## config.mk

```make
export PLATFORM = sky130hd
export DESIGN_NAME = pipe_hazard_ctrl
export DESIGN_NICKNAME = d
export VERILOG_FILES = /design/src/rtl/hzd_pkg.sv /design/src/rtl/opnd_fwd.sv /design/src/rtl/load_use_det.sv /design/src/rtl/stall_seq.sv /design/src/rtl/pipe_hazard_ctrl.sv
export SDC_FILE = /design/constraint.sdc
export NUM_CORES = 1
export LEC_CHECK = 0
export ABC_AREA = 1
export BUFFER_PORTS_ARGS = -buffer_cell sky130_fd_sc_hd__buf_2
export CORE_MARGIN = 2
export CORE_UTILIZATION = 35
export DETAILED_ROUTE_END_ITERATION = 16
export PLACE_DENSITY = 0.73
export SLEW_MARGIN = 25
export SYNTH_ARGS = -nofsm -noshare
export SYNTH_HDL_FRONTEND = slang
export SYNTH_SLANG_ARGS = --single-unit
```

## constraint.sdc

```tcl
create_clock -name clk -period 1.05 [get_ports clk]
set_input_delay 0.0525 -clock clk [delete_from_list [all_inputs] [get_ports clk]]
set_output_delay 0.0525 -clock clk [all_outputs]
set_load 0.01 [all_outputs]
```

## src/rtl/hzd_pkg.sv

```systemverilog
package hzd_pkg;
  typedef enum logic [1:0] {
    SRC_RF  = 2'b00,
    SRC_WB  = 2'b01,
    SRC_EXM = 2'b10
  } src_sel_e;

  // Younger (memory-stage) result wins over writeback.
  function automatic src_sel_e pick_src(input logic hit_exm, input logic hit_wb);
    if (hit_exm)     return SRC_EXM;
    else if (hit_wb) return SRC_WB;
    else             return SRC_RF;
  endfunction
endpackage

```

## src/rtl/opnd_fwd.sv

```systemverilog
module opnd_fwd #(
  parameter int REG_W = 5
) (
  input  logic [REG_W-1:0] src,
  input  logic             en,
  input  logic [REG_W-1:0] mem_dst,
  input  logic             mem_wen,
  input  logic             mem_load,
  input  logic [REG_W-1:0] wb_dst,
  input  logic             wb_wen,
  output logic [1:0]       sel
);
  import hzd_pkg::*;
  logic src_live, hit_exm, hit_wb;
  assign src_live = en && (src != '0);
  assign hit_exm  = src_live && mem_wen && !mem_load && (mem_dst == src);
  assign hit_wb   = src_live && wb_wen && (wb_dst == src);
  assign sel      = pick_src(hit_exm, hit_wb);
endmodule

```

## src/rtl/load_use_det.sv

```systemverilog
module load_use_det #(
  parameter int REG_W = 5
) (
  input  logic [REG_W-1:0] id_rs,
  input  logic [REG_W-1:0] id_rt,
  input  logic [REG_W-1:0] ex_dst,
  input  logic             ex_wen,
  input  logic             ex_load,
  output logic             hit
);
  logic prod_live;
  assign prod_live = ex_load && ex_wen && (ex_dst != '0);
  assign hit = prod_live && ((ex_dst == id_rs) || (ex_dst == id_rt));
endmodule

```

## src/rtl/stall_seq.sv

```systemverilog
module stall_seq (
  input  logic clk,
  input  logic rst_n,
  input  logic raw,
  input  logic flush,
  output logic issued,
  output logic pc_hold,
  output logic ifid_hold,
  output logic idex_bubble,
  output logic ifid_flush
);
  logic stall_q;
  assign issued      = raw && !stall_q && !flush;
  assign pc_hold     = issued;
  assign ifid_hold   = issued;
  assign idex_bubble = issued || flush;
  assign ifid_flush  = flush;

  always_ff @(posedge clk or negedge rst_n) begin
    if (!rst_n) stall_q <= 1'b0;
    else        stall_q <= issued;
  end
endmodule

```

## src/rtl/pipe_hazard_ctrl.sv

```systemverilog
module pipe_hazard_ctrl #(
  parameter int REG_W = 5
) (
  input  logic             clk,
  input  logic             rst_n,
  input  logic [REG_W-1:0] id_rs,
  input  logic [REG_W-1:0] id_rt,
  input  logic [REG_W-1:0] ex_rs,
  input  logic [REG_W-1:0] ex_rt,
  input  logic [REG_W-1:0] ex_dst,
  input  logic             ex_wen,
  input  logic             ex_load,
  input  logic             ex_store,
  input  logic [REG_W-1:0] mem_rt,
  input  logic [REG_W-1:0] mem_dst,
  input  logic             mem_wen,
  input  logic             mem_load,
  input  logic             mem_store,
  input  logic [REG_W-1:0] wb_dst,
  input  logic             wb_wen,
  input  logic             flush,
  output logic [1:0]       fwd_a,
  output logic [1:0]       fwd_b,
  output logic [1:0]       fwd_sd,
  output logic             fwd_sd_mem,
  output logic             pc_hold,
  output logic             ifid_hold,
  output logic             idex_bubble,
  output logic             ifid_flush
);
  localparam int N_OPND = 3;

  logic [REG_W-1:0] opnd_src [N_OPND];
  logic             opnd_en  [N_OPND];
  logic [1:0]       opnd_sel [N_OPND];

  assign opnd_src[0] = ex_rs;
  assign opnd_en[0]  = 1'b1;
  assign opnd_src[1] = ex_rt;
  assign opnd_en[1]  = 1'b1;
  assign opnd_src[2] = ex_rt;
  assign opnd_en[2]  = ex_store;

  for (genvar g = 0; g < N_OPND; g++) begin : g_opnd
    opnd_fwd #(.REG_W(REG_W)) u_fwd (
      .src(opnd_src[g]), .en(opnd_en[g]),
      .mem_dst(mem_dst), .mem_wen(mem_wen), .mem_load(mem_load),
      .wb_dst(wb_dst), .wb_wen(wb_wen), .sel(opnd_sel[g])
    );
  end

  assign fwd_a  = opnd_sel[0];
  assign fwd_b  = opnd_sel[1];
  assign fwd_sd = opnd_sel[2];

  // Store data already in the memory stage can still take the writeback value.
  logic sd_mem_hit;
  assign sd_mem_hit = mem_store && wb_wen && (mem_rt != '0) && (wb_dst == mem_rt);
  assign fwd_sd_mem = sd_mem_hit;

  logic load_use_raw;
  logic stall_issued;

  load_use_det #(.REG_W(REG_W)) u_lud (
    .id_rs(id_rs), .id_rt(id_rt), .ex_dst(ex_dst),
    .ex_wen(ex_wen), .ex_load(ex_load), .hit(load_use_raw)
  );

  stall_seq u_stall (
    .clk(clk), .rst_n(rst_n), .raw(load_use_raw), .flush(flush),
    .issued(stall_issued), .pc_hold(pc_hold), .ifid_hold(ifid_hold),
    .idex_bubble(idex_bubble), .ifid_flush(ifid_flush)
  );
endmodule

```

==> results of run 1 <==
[cells in the mapped netlist]
| cell | instances | area, um^2 |
|---|---|---|
| nand2_1 | 51 | 191 |
| inv_1 | 28 | 105 |
| nor2_1 | 24 | 90.1 |
| nand3_1 | 12 | 60.1 |
| xnor2_1 | 11 | 96.3 |
| buf_4 | 5 | 37.5 |
| nand4_1 | 4 | 25.0 |
| xor2_1 | 4 | 35.0 |
| nor2_2 | 2 | 12.5 |
| o21ai_0 | 2 | 10.0 |
| a21oi_1 | 1 | 5.00 |
| and3_1 | 1 | 6.26 |
| dfrtp_1 | 1 | 25.0 |
| inv_2 | 1 | 3.75 |
| nor3_1 | 1 | 5.00 |
| o2111ai_1 | 1 | 8.76 |
| o21bai_1 | 1 | 7.51 |
| o22ai_1 | 1 | 6.26 |
| or2_2 | 1 | 6.26 |
[report_power, final]
group | switching (W) | leakage [nW] | internal (W)
logic | 0.000189 | 0.684 | 0.000179
clock network | 0 | 0 | 0
registers | 0.000000112 | 0.0139 | 0.0000397
[worst max-delay path: stages]
cell,delay [ns]
buf_2,0.10
inv_1,0.06
nand2_1,0.05
nand2_1,0.04
nor2_1,0.12
nand3_1,0.08
nand2_1,0.08
nand2_2,0.07
nor2_4,0.11
buf_2,0.13
[logic make-up (layout without fill, tap and decap cells)]
group / count (synthesis) / count (layout) / synth area share, %
AOI/OAI and AO/OA: 6 / 6 / 5.09
xor gates and xnor gates: 15 / 15 / 17.8
buffers and inverters: 34 / 90 / 19.9
DFF: 1 / 1 / 3.40
and+or+nand+nor: 96 / 96 / 53.8
[area by class of cell]
cell class	count	area, um^2
fill	232	885
inverter	29	109
multi-input combinational	117	598
sequential	1	25.0
tap	27	33.8
timing repair buffer	61	332
[worst max path at each step]
stage                    start        end
6_report             ex_dst[1]  ifid_hold
5_1_grt              ex_dst[0]    pc_hold
4_1_cts              ex_dst[0]  ifid_hold
3_5_place_dp         ex_dst[0]  ifid_hold
3_3_place_gp         ex_dst[0]    pc_hold
2_1_floorplan  u_stall.stall_q    pc_hold
[what timing repair did]
action | in CTS | in global routing
setup endpoints to repair | 0 | 6
endpoints found under the hold margin | 1 | 0
gates resized for setup | 0 | 22
hold buffers | 1 | 0
[cell usage in the layout, fill, tap and decap left out, types with 3 or more instances in the layout]
master	netlist	layout
inv_1	28	25
nand2_2	0	5
nand2_1	51	46
nand4_1	4	4
nor2_1	24	20
buf_6	0	3
nand3_1	12	11
xor2_1	4	4
inv_2	1	4
nor2_2	2	5
buf_2	0	56
xnor2_1	11	11
[per-layer routing]
layer / up-vias / part of all wire (%) / global-route usage (%)
li1: 570 / - / -
met1: 414 / 48 / 20.7
met2: 43 / 44 / 28.0
met3: 0 / 8.3 / 0.909
met4: 0 / 0 / 0
met5: - / 0 / 0
[per-stage QoR]
step / worst slack (ns) / setup TNS, ns
CTS: 0.0657 / 0
global placement: 0.0767 / 0
floorplan: 0.0104 / 0
finish: 0.100 / 0
detailed placement: 0.0715 / 0
global route: -0.0250 / -0.0492
==> out/qor.csv, run 1 <==
metric;value;unit
status;complete, no violations;
CP Max Fanout;3;
Netlist Area Pre-Place;737;um^2
Via-to-Cell Ratio;4.37;
Gate Count Post-Synth;152;
nets;260;
I/O pins;61;
Die Span Y;49.9;um
post-synthesis sequential area ratio;3.40;%
hold slack;0.255;ns
Non-Filler Instances;235;
antenna-violating nets left;0;
final period utilization;90.4;%
ANT cells;0;
Peak Freq;1050;MHz
peak supply drop;0.258;mV
drt pass-1 iters;5;
min-delay src;flush;
Post-CTS Setup Inserts;0;
Site Rows;16;
Rel. slew slack;88.1;%
Pwr Total;0.000407;W
unrepaired setup endpoints after global routing;yes;
fraction of layout cells with a size suffix above 1;37.0;%
vias in the first global route;842;
Req. time, crit path;1.00;ns
Yosys reg bits;1;
die area;2490;um^2
reg2reg setup slack;0.21;ns
Initial Utilization;37.2;%
synthesis-to-finish area growth;48.9;%
Core Region;1980;um^2
Setup CP Type;in -> out;
Hold EP;u_stall.stall_q;
Lkg Pwr;0.698;nW
Placed Area;1030;um^2
CP arrival;0.90;ns
R2R Path End;u_stall.stall_q;
pin count of the biggest net entering global routing;5;
DRC viols;0;
antenna violations before repair;0;
Worst Skew;0;ns
Tmin final;0.950;ns
yosys warns;0;
DR iter-0 viols;14;
post-route cell area;1100;um^2
CP Capture Type;output port;
post-synthesis area per instance;4.85;um^2
max_cap viols;0;
Startpoint Class;primary input;
Final Core Density;55.4;%
Final Wtd Congestion;0.840;
Power Density;371;nW/um^2
Hold Vio Cnt, Final;0;
average routed wire per standard cell;8.83;um
worst reg2reg path depth;5;
GRT overflow;0;
Yosys cell types;19;
Inst Count DP;234;
Post-Syn Nets;202;
GRT Total Usage;15.3;%
fin. max-slew vios;0;
DP HPWL;1.83;mm
hold crit path type;in -> reg;
via count;1027;
worst-margin pin slew;0.177;ns
Critical R2R Launch;u_stall.stall_q;
clock-pin transition on the worst setup and hold timing paths;0;ns
first-pass GRT wire length;3.21;mm
# setup viols final;0;
largest registers;u_stall.stall_q (1);
Worst-Skew Late Latency;0;ns
Die Span X;49.9;um
Most flops, register;u_stall.stall_q;
I/O Buffers;60;
Largest register FFs;1;
WHS Path Cells;2;
Routed WL;2.08;mm
(Power assumes the default switching activity.)
==> run 2, diff against run 1 <==
--- a/config.mk
+++ b/config.mk
@@ -11,6 +11,7 @@
 export CORE_UTILIZATION = 35
 export DETAILED_ROUTE_END_ITERATION = 16
 export PLACE_DENSITY = 0.73
+export SETUP_SLACK_MARGIN = 0.3
 export SLEW_MARGIN = 25
 export SYNTH_ARGS = -nofsm -noshare
 export SYNTH_HDL_FRONTEND = slang
==> run 2 against run 1 <==
Effect of this change: global-route usage rose by 0.88 points; first-iteration DRC count increased by 79%; flip-flop and latch count is the same; highest routed layer is now met4.
==> out/qor.csv, run 2 (synthesis results as in run 1) <==
metric;value;unit;change
# setup viols final;0;;unchanged
ANT cells;0;;unchanged
CP Max Fanout;4;;was 3
most used routing layer;met2;;unchanged
Final Wtd Congestion;0.860;;was 0.840
Peak Freq;1060;MHz;was 1050 MHz
clock-pin transition on the worst setup and hold timing paths;0;ns;about the same
M2 GR Usage;27.8;%;was 28.0%
CP arrival;0.89;ns;was 0.90 ns
die area;2490;um^2;unchanged
Req. time, crit path;1.00;ns;about the same
CP max-delay cell;and3_1;;was buf_2
synthesis-to-finish area growth;94.7;%;was 48.9%
GRT Total Usage;16.2;%;was 15.3%
M3 GR Usage;0.909;%;unchanged
largest registers;u_stall.stall_q (1);;unchanged
DP HPWL;1.81;mm;was 1.83 mm
Power Density;396;nW/um^2;was 371 nW/um^2
Hold Vio Cnt, Final;0;;unchanged
pin count of the biggest net entering global routing;5;;unchanged
most frequent cells in the layout;37 x nand2_1, 34 x buf_2, 18 x nor2_1;;was 56 x buf_2, 46 x nand2_1, 25 x inv_1
Setup TNS;0;ns;unchanged
Lkg Pwr;0.801;nW;was 0.698 nW
nets;262;;was 260
Most flops, register;u_stall.stall_q;;unchanged
via count;1117;;was 1027
average routed wire per standard cell;11.7;um;was 8.83 um
max_cap viols;0;;unchanged
antenna violations before repair;0;;unchanged
critical path cell sequence;buf_8 > nor2_4 > nand4_1 > and3_1 > nand2_1 > nor2_1 > buf_2;;was buf_2 > inv_1 > nand2_1 > nand2_1 > nor2_1 > nand3_1 > nand2_1 > nand2_2 > nor2_4 > buf_2
reg2reg setup slack;0.23;ns;was 0.21 ns
unrepaired setup endpoints after global routing;yes;;unchanged
Tmin final;0.939;ns;was 0.950 ns
met1 Track Usage GR;22.7;%;was 20.7%
hold slack;0.264;ns;was 0.255 ns
Worst Skew;0;ns;unchanged
Via-to-Cell Ratio;4.71;;was 4.37
antenna-violating nets left;0;;unchanged
Routed WL;2.77;mm;was 2.08 mm
worst-margin pin slew;0.268;ns;was 0.177 ns
I/O Buffers;60;;unchanged
DR iter-0 viols;25;;was 14
most common cell after layout, fill and taps aside;nand2_1;;was buf_2
Worst Path Buf+Inv;2;;was 3
Core Region;1980;um^2;unchanged
fin. max-slew vios;0;;unchanged
fraction of layout cells with a size suffix above 1;53.8;%;was 37.0%
Largest register FFs;1;;unchanged
vias in the first global route;822;;was 842
delay-heaviest family, CP;simple AND/OR/NAND/NOR gates;;unchanged
drt pass-1 iters;4;;was 5
Startpoint Class;primary input;;unchanged
I/O pins;61;;unchanged
Setup CP Type;in -> out;;unchanged
hold crit path type;in -> reg;;unchanged
Die Span X;49.9;um;unchanged
first-pass GRT wire length;3.33;mm;was 3.21 mm
Rel. slew slack;82.1;%;was 88.1%
Die Span Y;49.9;um;unchanged
final period utilization;89.5;%;was 90.4%
DRC viols;0;;unchanged
Inst Count DP;234;;unchanged
Non-Filler Instances;237;;was 235
CP Capture Type;output port;;unchanged
status;complete, no violations;;unchanged
Initial Utilization;37.2;%;unchanged
peak supply drop;0.268;mV;was 0.258 mV
crit-path max cell delay;0.24;ns;was 0.13 ns
Pwr Total;0.000569;W;was 0.000407 W
Site Rows;16;;unchanged
final setup margin;0.111;ns;was 0.100 ns
GRT overflow;0;;unchanged
post-placement worst setup slack;0.103;ns;was 0.0715 ns
Worst-Skew Late Latency;0;ns;about the same
## run 2: through the flow
step / area (um^2) / util (%)
final: 1440 / 72.4
after global routing: 1440 / 72.4
after CTS: 1180 / 59.6
after detailed placement: 1040 / 52.7
after global placement: 1040 / 52.7
after floorplan: 751 / -
## run 2: final timing paths
| kind | start | to | cells after the start |
|---|---|---|---|
| max in group asynchronous | rst_n | u_stall.stall_q | 2 |
| worst min-delay path | flush | u_stall.stall_q | 2 |
| worst min register to register | u_stall.stall_q | u_stall.stall_q | 5 |
| min in group asynchronous | rst_n | u_stall.stall_q | 2 |
| worst max-delay path | ex_rt[3] | fwd_sd[0] | 7 |
| worst max register to register | u_stall.stall_q | u_stall.stall_q | 5 |
## run 2: cell type report
| type | instances | area, um^2 |
|---|---|---|
| repair buffers | 63 | 534 |
| well taps | 27 | 33.8 |
| multi-input cells | 117 | 716 |
| inverters | 29 | 126 |
| flip-flops and latches | 1 | 25.0 |
| fillers | 163 | 547 |
## run 2: what timing repair did
item	CTS	global route
hold buffers	1	0
pin swaps	24	51
hold endpoints to repair	1	0
setup endpoints to repair	11	11
setup buffers	1	1
resized for setup	34	70
## run 2: where the power goes
group          internal [W]  total [W]  switching, W
clock network             0          0             0
logic              0.000280   0.000529      0.000250
registers         0.0000397  0.0000398  0.0000000890
## run 2: per-layer routing
metal  routed length [um]  share of wire [%]
met2                 1440                 52
met3                  216                7.8
met4                   47                1.7
met1                 1070                 39
met5                    0                  0
